<file path="src/rtl/vfd_seq_pkg.sv">
package vfd_seq_pkg;
    localparam int SUB_N      = 16;
    localparam int SUB_W      = $clog2(SUB_N);
    localparam int MIN_GRID   = 4;
    localparam int MAX_GRID   = 12;
    localparam int CNT_W      = $clog2(MAX_GRID + 1);
    localparam int BYTE_W     = 8;
    localparam int DIGIT_BYTES = 3;
    localparam int SEG_N      = DIGIT_BYTES * BYTE_W;
    localparam int PIN_N      = SEG_N + MIN_GRID;
    localparam int DED_SEG    = PIN_N - MAX_GRID;
    localparam int SHARED_N   = SEG_N - DED_SEG;
    localparam int ADDR_W     = $clog2(MAX_GRID * DIGIT_BYTES);
    localparam int DIM_W      = 3;

    typedef enum logic [2:0] {
        FS_OFF,
        FS_ISSUE,
        FS_TAKE0,
        FS_TAKE1,
        FS_TAKE2,
        FS_SHOW
    } fetch_st_t;
endpackage

</file>
<file path="src/rtl/vfd_mode_regs.sv">
module vfd_mode_regs
    import vfd_seq_pkg::*;
(
    input  logic             clk,
    input  logic             rst_n,
    input  logic             mode_wr,
    input  logic [3:0]       mode_code,
    input  logic             ctl_wr,
    input  logic             ctl_on,
    input  logic [DIM_W-1:0] ctl_dim,
    output logic [CNT_W-1:0] grid_cnt,
    output logic             disp_on,
    output logic [DIM_W-1:0] dim_code
);
    logic [CNT_W-1:0] req_cnt;
    logic             mode_change;

    always_comb begin
        req_cnt     = mode_code[3] ? CNT_W'(MAX_GRID)
                                   : CNT_W'(MIN_GRID) + CNT_W'(mode_code[2:0]);
        mode_change = mode_wr && (req_cnt != grid_cnt);
    end

    always_ff @(posedge clk or negedge rst_n) begin
        if (!rst_n) begin
            grid_cnt <= CNT_W'(MAX_GRID);
            disp_on  <= 1'b0;
            dim_code <= '0;
        end else if (mode_change) begin
            grid_cnt <= req_cnt;
            disp_on  <= 1'b0;
        end else if (ctl_wr) begin
            disp_on  <= ctl_on;
            dim_code <= ctl_dim;
        end
    end
endmodule

</file>
<file path="src/rtl/vfd_slot_timer.sv">
module vfd_slot_timer
    import vfd_seq_pkg::*;
(
    input  logic             clk,
    input  logic             rst_n,
    input  logic             disp_on,
    input  logic             sub_tick,
    input  logic [CNT_W-1:0] grid_cnt,
    output logic [CNT_W-1:0] slot_idx,
    output logic [SUB_W-1:0] sub_idx,
    output logic             fetch_go
);
    logic             slot_end;
    logic [CNT_W-1:0] slot_nxt;

    always_comb begin
        slot_end = disp_on && sub_tick && (sub_idx == SUB_W'(SUB_N - 1));
        slot_nxt = (slot_idx == grid_cnt) ? '0 : slot_idx + 1'b1;
        fetch_go = slot_end && (slot_nxt != grid_cnt);
    end

    always_ff @(posedge clk or negedge rst_n) begin
        if (!rst_n) begin
            slot_idx <= '0;
            sub_idx  <= '0;
        end else if (!disp_on) begin
            slot_idx <= '0;
            sub_idx  <= '0;
        end else if (sub_tick) begin
            sub_idx <= sub_idx + 1'b1;
            if (slot_end) begin
                slot_idx <= slot_nxt;
            end
        end
    end
endmodule

</file>
<file path="src/rtl/vfd_fetch_fsm.sv">
module vfd_fetch_fsm
    import vfd_seq_pkg::*;
(
    input  logic              clk,
    input  logic              rst_n,
    input  logic              disp_on,
    input  logic              fetch_go,
    input  logic [CNT_W-1:0]  slot_idx,
    input  logic [BYTE_W-1:0] ram_data,
    output logic [ADDR_W-1:0] ram_addr,
    output logic [SEG_N-1:0]  pattern
);
    fetch_st_t st, st_nx;
    logic [1:0]        rd_ofs;
    logic              cap_en;
    logic [1:0]        cap_lane;
    logic [ADDR_W-1:0] base;

    // state register
    always_ff @(posedge clk or negedge rst_n) begin
        if (!rst_n) st <= FS_OFF;
        else        st <= st_nx;
    end

    always_comb begin
        st_nx = st;
        unique case (st)
            FS_OFF:   st_nx = disp_on ? FS_ISSUE : FS_OFF;
            FS_ISSUE: st_nx = FS_TAKE0;
            FS_TAKE0: st_nx = FS_TAKE1;
            FS_TAKE1: st_nx = FS_TAKE2;
            FS_TAKE2: st_nx = FS_SHOW;
            FS_SHOW:  st_nx = fetch_go ? FS_ISSUE : FS_SHOW;
            default:  st_nx = FS_OFF;
        endcase
        if (!disp_on) st_nx = FS_OFF;
    end

    // outputs of each state
    always_comb begin
        rd_ofs   = 2'd0;
        cap_en   = 1'b0;
        cap_lane = 2'd0;
        unique case (st)
            FS_TAKE0: begin rd_ofs = 2'd1; cap_en = 1'b1; cap_lane = 2'd0; end
            FS_TAKE1: begin rd_ofs = 2'd2; cap_en = 1'b1; cap_lane = 2'd1; end
            FS_TAKE2: begin cap_en = 1'b1; cap_lane = 2'd2; end
            default:  ;
        endcase
        base     = ADDR_W'(slot_idx) * ADDR_W'(DIGIT_BYTES);
        ram_addr = base + ADDR_W'(rd_ofs);
    end

    always_ff @(posedge clk or negedge rst_n) begin
        if (!rst_n) begin
            pattern <= '0;
        end else if (cap_en) begin
            pattern[cap_lane*BYTE_W +: BYTE_W] <= ram_data;
        end
    end
endmodule

</file>
<file path="src/rtl/vfd_pin_map.sv">
module vfd_pin_map
    import vfd_seq_pkg::*;
(
    input  logic                disp_on,
    input  logic [CNT_W-1:0]    grid_cnt,
    input  logic [DIM_W-1:0]    dim_code,
    input  logic [CNT_W-1:0]    slot_idx,
    input  logic [SUB_W-1:0]    sub_idx,
    input  logic [SEG_N-1:0]    pattern,
    output logic [DED_SEG-1:0]  seg_o,
    output logic [SHARED_N-1:0] shr_o,
    output logic [MIN_GRID-1:0] grid_o,
    output logic                key_slot_o
);
    logic               in_grid;
    logic               lit;
    logic [SUB_W-1:0]   width;
    logic [SEG_N-1:0]   seg_l;
    logic [MAX_GRID-1:0] grid_l;
    logic [CNT_W-1:0]   seg_shared;

    always_comb begin
        unique case (dim_code)
            3'd0:    width = SUB_W'(1);
            3'd1:    width = SUB_W'(2);
            3'd2:    width = SUB_W'(4);
            3'd3:    width = SUB_W'(10);
            3'd4:    width = SUB_W'(11);
            3'd5:    width = SUB_W'(12);
            3'd6:    width = SUB_W'(13);
            default: width = SUB_W'(14);
        endcase
        in_grid    = disp_on && (slot_idx < grid_cnt);
        lit        = in_grid && (sub_idx != '0) && (sub_idx <= width);
        seg_l      = lit ? pattern : '0;
        key_slot_o = disp_on && (slot_idx == grid_cnt);
        seg_shared = CNT_W'(MAX_GRID) - grid_cnt;
        seg_o      = seg_l[DED_SEG-1:0];
        grid_o     = grid_l[MIN_GRID-1:0];
    end

    for (genvar g = 0; g < MAX_GRID; g++) begin : g_grid
        assign grid_l[g] = in_grid && (slot_idx == CNT_W'(g));
    end

    for (genvar j = 0; j < SHARED_N; j++) begin : g_shared
        assign shr_o[j] = (CNT_W'(j) < seg_shared) ? seg_l[DED_SEG + j]
                                                   : grid_l[MAX_GRID - 1 - j];
    end
endmodule

</file>
<file path="src/rtl/vfd_mux_seq.sv">
module vfd_mux_seq
    import vfd_seq_pkg::*;
(
    input  logic                clk,
    input  logic                rst_n,
    input  logic                sub_tick,
    input  logic                mode_wr,
    input  logic [3:0]          mode_code,
    input  logic                ctl_wr,
    input  logic                ctl_on,
    input  logic [DIM_W-1:0]    ctl_dim,
    output logic [ADDR_W-1:0]   ram_addr,
    input  logic [BYTE_W-1:0]   ram_data,
    output logic [DED_SEG-1:0]  seg_o,
    output logic [SHARED_N-1:0] shr_o,
    output logic [MIN_GRID-1:0] grid_o,
    output logic                key_slot_o
);
    logic [CNT_W-1:0] grid_cnt;
    logic             disp_on;
    logic [DIM_W-1:0] dim_code;
    logic [CNT_W-1:0] slot_idx;
    logic [SUB_W-1:0] sub_idx;
    logic             fetch_go;
    logic [SEG_N-1:0] pattern;

    vfd_mode_regs i_regs (
        .clk(clk), .rst_n(rst_n), .mode_wr(mode_wr), .mode_code(mode_code),
        .ctl_wr(ctl_wr), .ctl_on(ctl_on), .ctl_dim(ctl_dim),
        .grid_cnt(grid_cnt), .disp_on(disp_on), .dim_code(dim_code)
    );

    vfd_slot_timer i_timer (
        .clk(clk), .rst_n(rst_n), .disp_on(disp_on), .sub_tick(sub_tick),
        .grid_cnt(grid_cnt), .slot_idx(slot_idx), .sub_idx(sub_idx),
        .fetch_go(fetch_go)
    );

    vfd_fetch_fsm i_fetch (
        .clk(clk), .rst_n(rst_n), .disp_on(disp_on), .fetch_go(fetch_go),
        .slot_idx(slot_idx), .ram_data(ram_data), .ram_addr(ram_addr),
        .pattern(pattern)
    );

    vfd_pin_map i_pins (
        .disp_on(disp_on), .grid_cnt(grid_cnt), .dim_code(dim_code),
        .slot_idx(slot_idx), .sub_idx(sub_idx), .pattern(pattern),
        .seg_o(seg_o), .shr_o(shr_o), .grid_o(grid_o), .key_slot_o(key_slot_o)
    );
endmodule

</file>
<file path="config.mk">
export PLATFORM = sky130hd
export DESIGN_NAME = vfd_mux_seq
export DESIGN_NICKNAME = d
export VERILOG_FILES = /design/src/rtl/vfd_seq_pkg.sv /design/src/rtl/vfd_mode_regs.sv /design/src/rtl/vfd_slot_timer.sv /design/src/rtl/vfd_fetch_fsm.sv /design/src/rtl/vfd_pin_map.sv /design/src/rtl/vfd_mux_seq.sv
export SDC_FILE = /design/constraint.sdc
export NUM_CORES = 1
export LEC_CHECK = 0
export BUFFER_PORTS_ARGS = -buffer_cell sky130_fd_sc_hd__buf_2
export CAP_MARGIN = 20
export CORE_MARGIN = 2
export CORE_UTILIZATION = 50
export DETAILED_ROUTE_END_ITERATION = 16
export GPL_ROUTABILITY_DRIVEN = 0
export PLACE_DENSITY = 0.77
export SETUP_SLACK_MARGIN = 0.2
export SYNTH_ARGS = -nofsm -noshare
export SYNTH_HDL_FRONTEND = slang
export SYNTH_SLANG_ARGS = --single-unit
</file>
<file path="constraint.sdc">
create_clock -name clk -period 2.85 [get_ports clk]
set_input_delay 0.57 -clock clk [delete_from_list [all_inputs] [get_ports clk]]
set_output_delay 0.57 -clock clk [all_outputs]
set_load 0.01 [all_outputs]
</file>
==> reports/qor.csv <==
metric,value,unit
status,"complete, but fails checks",
failing checks,setup timing,
drt total wl,7860,um
synthesis-to-layout area growth,39.3,%
first-pass GRT wire length,12300,um
Final #Nets,437,
CTS root buf,clkbuf_8,
fmax,0.333,GHz
H-tree levels,2,
final setup fails,26,
Yosys warnings,0,
Netlist cell types,53,
Clock Latency Late Sink,0.29,ns
final worst slack,-0.151,ns
drt pass-1 iters,5,
Hold Fails Final Rpt,0,
RSZ-0062 raised after global routing,yes,
Power Total,1.76,mW
"commonest non-fill, non-tap cell in the layout",nand2_1,
DIE WIDTH,79.9,um
Placed Area,3300,um2
Peak VDD IR,0.000242,V
Yosys top cell area share,35.6,%
total gr overflow,0,
Worst Hold Class,in -> async,
syn avg cell area,9.71,um2
most frequent cells in the layout,"41 x nand2_1, 38 x dfrtp_1, 36 x buf_2",
Max-Slew Margin vs Limit,36.7,%
Hold WS,0.416,ns
final worst path period need,3.00,ns
worst-margin pin slew,0.949,ns
vias per inst,5.71,
Netlist Area Pre-Place,2880,um2
layout cells sized above 1,46.2,%
Num CTS Buffers,5,
Worst setup EP type,output pin,
CTS tree,built,
GRT Overall Usage,24.8,%
Area contributors post-synth,"dfrtp_1 36%, ha_1 11%, mux2_2 5.9%",
ANT cells,0,
asr flop ratio synth,100,%
design area,4020,um2
sequential fraction of the synthesis area,37.4,%
CTS max path bufs,2,
Die H,79.9,um
"Max FO, Critical Path",2,
initial drt markers,112,
P per Cell Area,438,nW/um2
largest net degree at the start of global routing,44,
WL per Instance,17.0,um
DR vias,2639,
Sink Count,43,
Port Buffer Count,55,
Post-Synthesis Cells,297,
post-route ant nets,0,
Core ar.,5540,um2
Util after Layout,72.5,%
Post-synth EDFFs,0,
setup_tns,-1.49,ns
via count of the first global-routing pass,2588,
syn_nets,345,
detailed-placement wirelength estimate,5210,um
"FF+latch count, synth",43,
maxcap violations,0,
Leak Pwr,1.93,nW
"CTS clk-pin slew, worst paths",0.08,ns
Hold Buf Count CTS,0,
ys flop type,dfrtp_1,
Die Footprint,6390,um2
initial antenna violation count,0,
dominant cell type by area after synthesis,dfrtp_1,
initial core utilization,52.1,%
period utilisation layout,105,%
Worst Setup Start Kind,flop,
DR DRC count,0,
Clock Skew,0.00555,ns
"Data required, critical path",2.28,ns
IO Count,56,
cell row count,27,
critical path type,reg -> out,
critical path arrival,2.43,ns
final number of max-transition violations,0,
## routing by layer
metal	vias to the layer above	wire length, um	GRT usage [%]	part of all wire [%]
met2	110	4100	42.9	52
li1	1211	-	-	-
met1	1293	3070	30.6	39
met3	25	506	4.19	6.4
met4	0	187	9.49	2.4
met5	-	0	0	0
## stage by stage
step / worst slack, ns / instances
6_report: -0.151 / 462
5_1_grt: -0.246 / 462
4_1_cts: -0.144 / 455
3_5_place_dp: 0.0944 / 426
3_3_place_gp: 0.203 / 426
2_1_floorplan: 0.209 / 297
## cells by family (layout without fill, tap and decap cells)
kind of cell,Yosys count,after routing,share of synthesized area [%]
flip-flops,43,43,37.4
AND/OR/NAND/NOR,109,109,18.1
XOR/XNOR,15,15,4.82
AO/OA/AOI/OAI,49,49,13.4
buffers and inverters,31,124,4.86
multiplexers,23,23,9.15
adder cells (fa/ha/maj),27,27,12.2
## worst paths after layout
check,cells after the start,slack (ns),startpoint,endpoint
max in group asynchronous,1,1.78,rst_n,i_regs.grid_cnt[0]$_DFFE_PN0P_
min in group clk,2,0.49,i_fetch.pattern[8]$_DFFE_PN0P_,i_fetch.pattern[8]$_DFFE_PN0P_
hold / removal,1,0.42,rst_n,i_fetch.pattern[1]$_DFFE_PN0P_
setup reg to reg,8,0.83,i_timer.slot_idx[0]$_DFFE_PN0P_,i_fetch.st[2]$_DFF_PN0_
hold reg to reg,2,0.49,i_fetch.pattern[8]$_DFFE_PN0P_,i_fetch.pattern[8]$_DFFE_PN0P_
setup / recovery,10,-0.15,i_fetch.st[0]$_DFF_PN0_,ram_addr[3]
## where the power goes
| group | switching (mW) | leakage, nW | internal (mW) | total (mW) |
|---|---|---|---|---|
| Sequential | 0.0756 | 0.514 | 0.721 | 0.796 |
| Clock | 0.209 | 0.0612 | 0.284 | 0.492 |
| Combinational | 0.238 | 1.36 | 0.234 | 0.472 |
| Total | 0.522 | 1.93 | 1.24 | 1.76 |
## critical path, cell delays in order, from the launching register on
cell	delay, ns
dfrtp_1	0.39
nor2b_4	0.14
nand2_4	0.08
clkinv_4	0.05
fa_2	0.55
ha_4	0.14
inv_2	0.03
fa_2	0.33
buf_4	0.15
xnor2_2	0.12
buf_2	0.15
## timing repair
action                                  4_1_cts  5_1_grt
pin swaps                                    17        8
buffers inserted                             18        7
gates resized for setup                      46       29
cloned                                        3        0
endpoints found under the setup margin       32       32
## flip-flops by register name, indices dropped and copies added, names as in the netlist
register	flops
i_regs.grid_cnt	4
i_fetch.st	3
i_timer.sub_idx	4
i_regs.dim_code	3
i_regs.disp_on	1
i_fetch.pattern	24
i_timer.slot_idx	4
## cell usage after synthesis, types with 3 or more instances
cell type and n:
nand2_1 42, dfrtp_1 41, ha_1 25, inv_1 23
nor2_1 20, and2_1 17, mux2_2 15, o21ai_0 15
a21oi_1 8, xnor2_1 8, nand3_1 7, a32o_1 6
xor2_1 6, mux2i_1 5, nand4_1 5, and3_1 4
mux2_4 3, nor2b_1 3, nor3_1 3
## final cells by class
| cell class | instances | area, um2 |
|---|---|---|
| multi-input cells | 223 | 1850 |
| fillers | 383 | 1520 |
| flip-flops and latches | 43 | 1080 |
| repair buffers | 91 | 777 |
| inverters | 25 | 101 |
| well taps | 72 | 90.1 |
| clock buffers | 6 | 82.6 |
| clock inverters | 2 | 35.0 |
(Power assumes the default switching activity.)
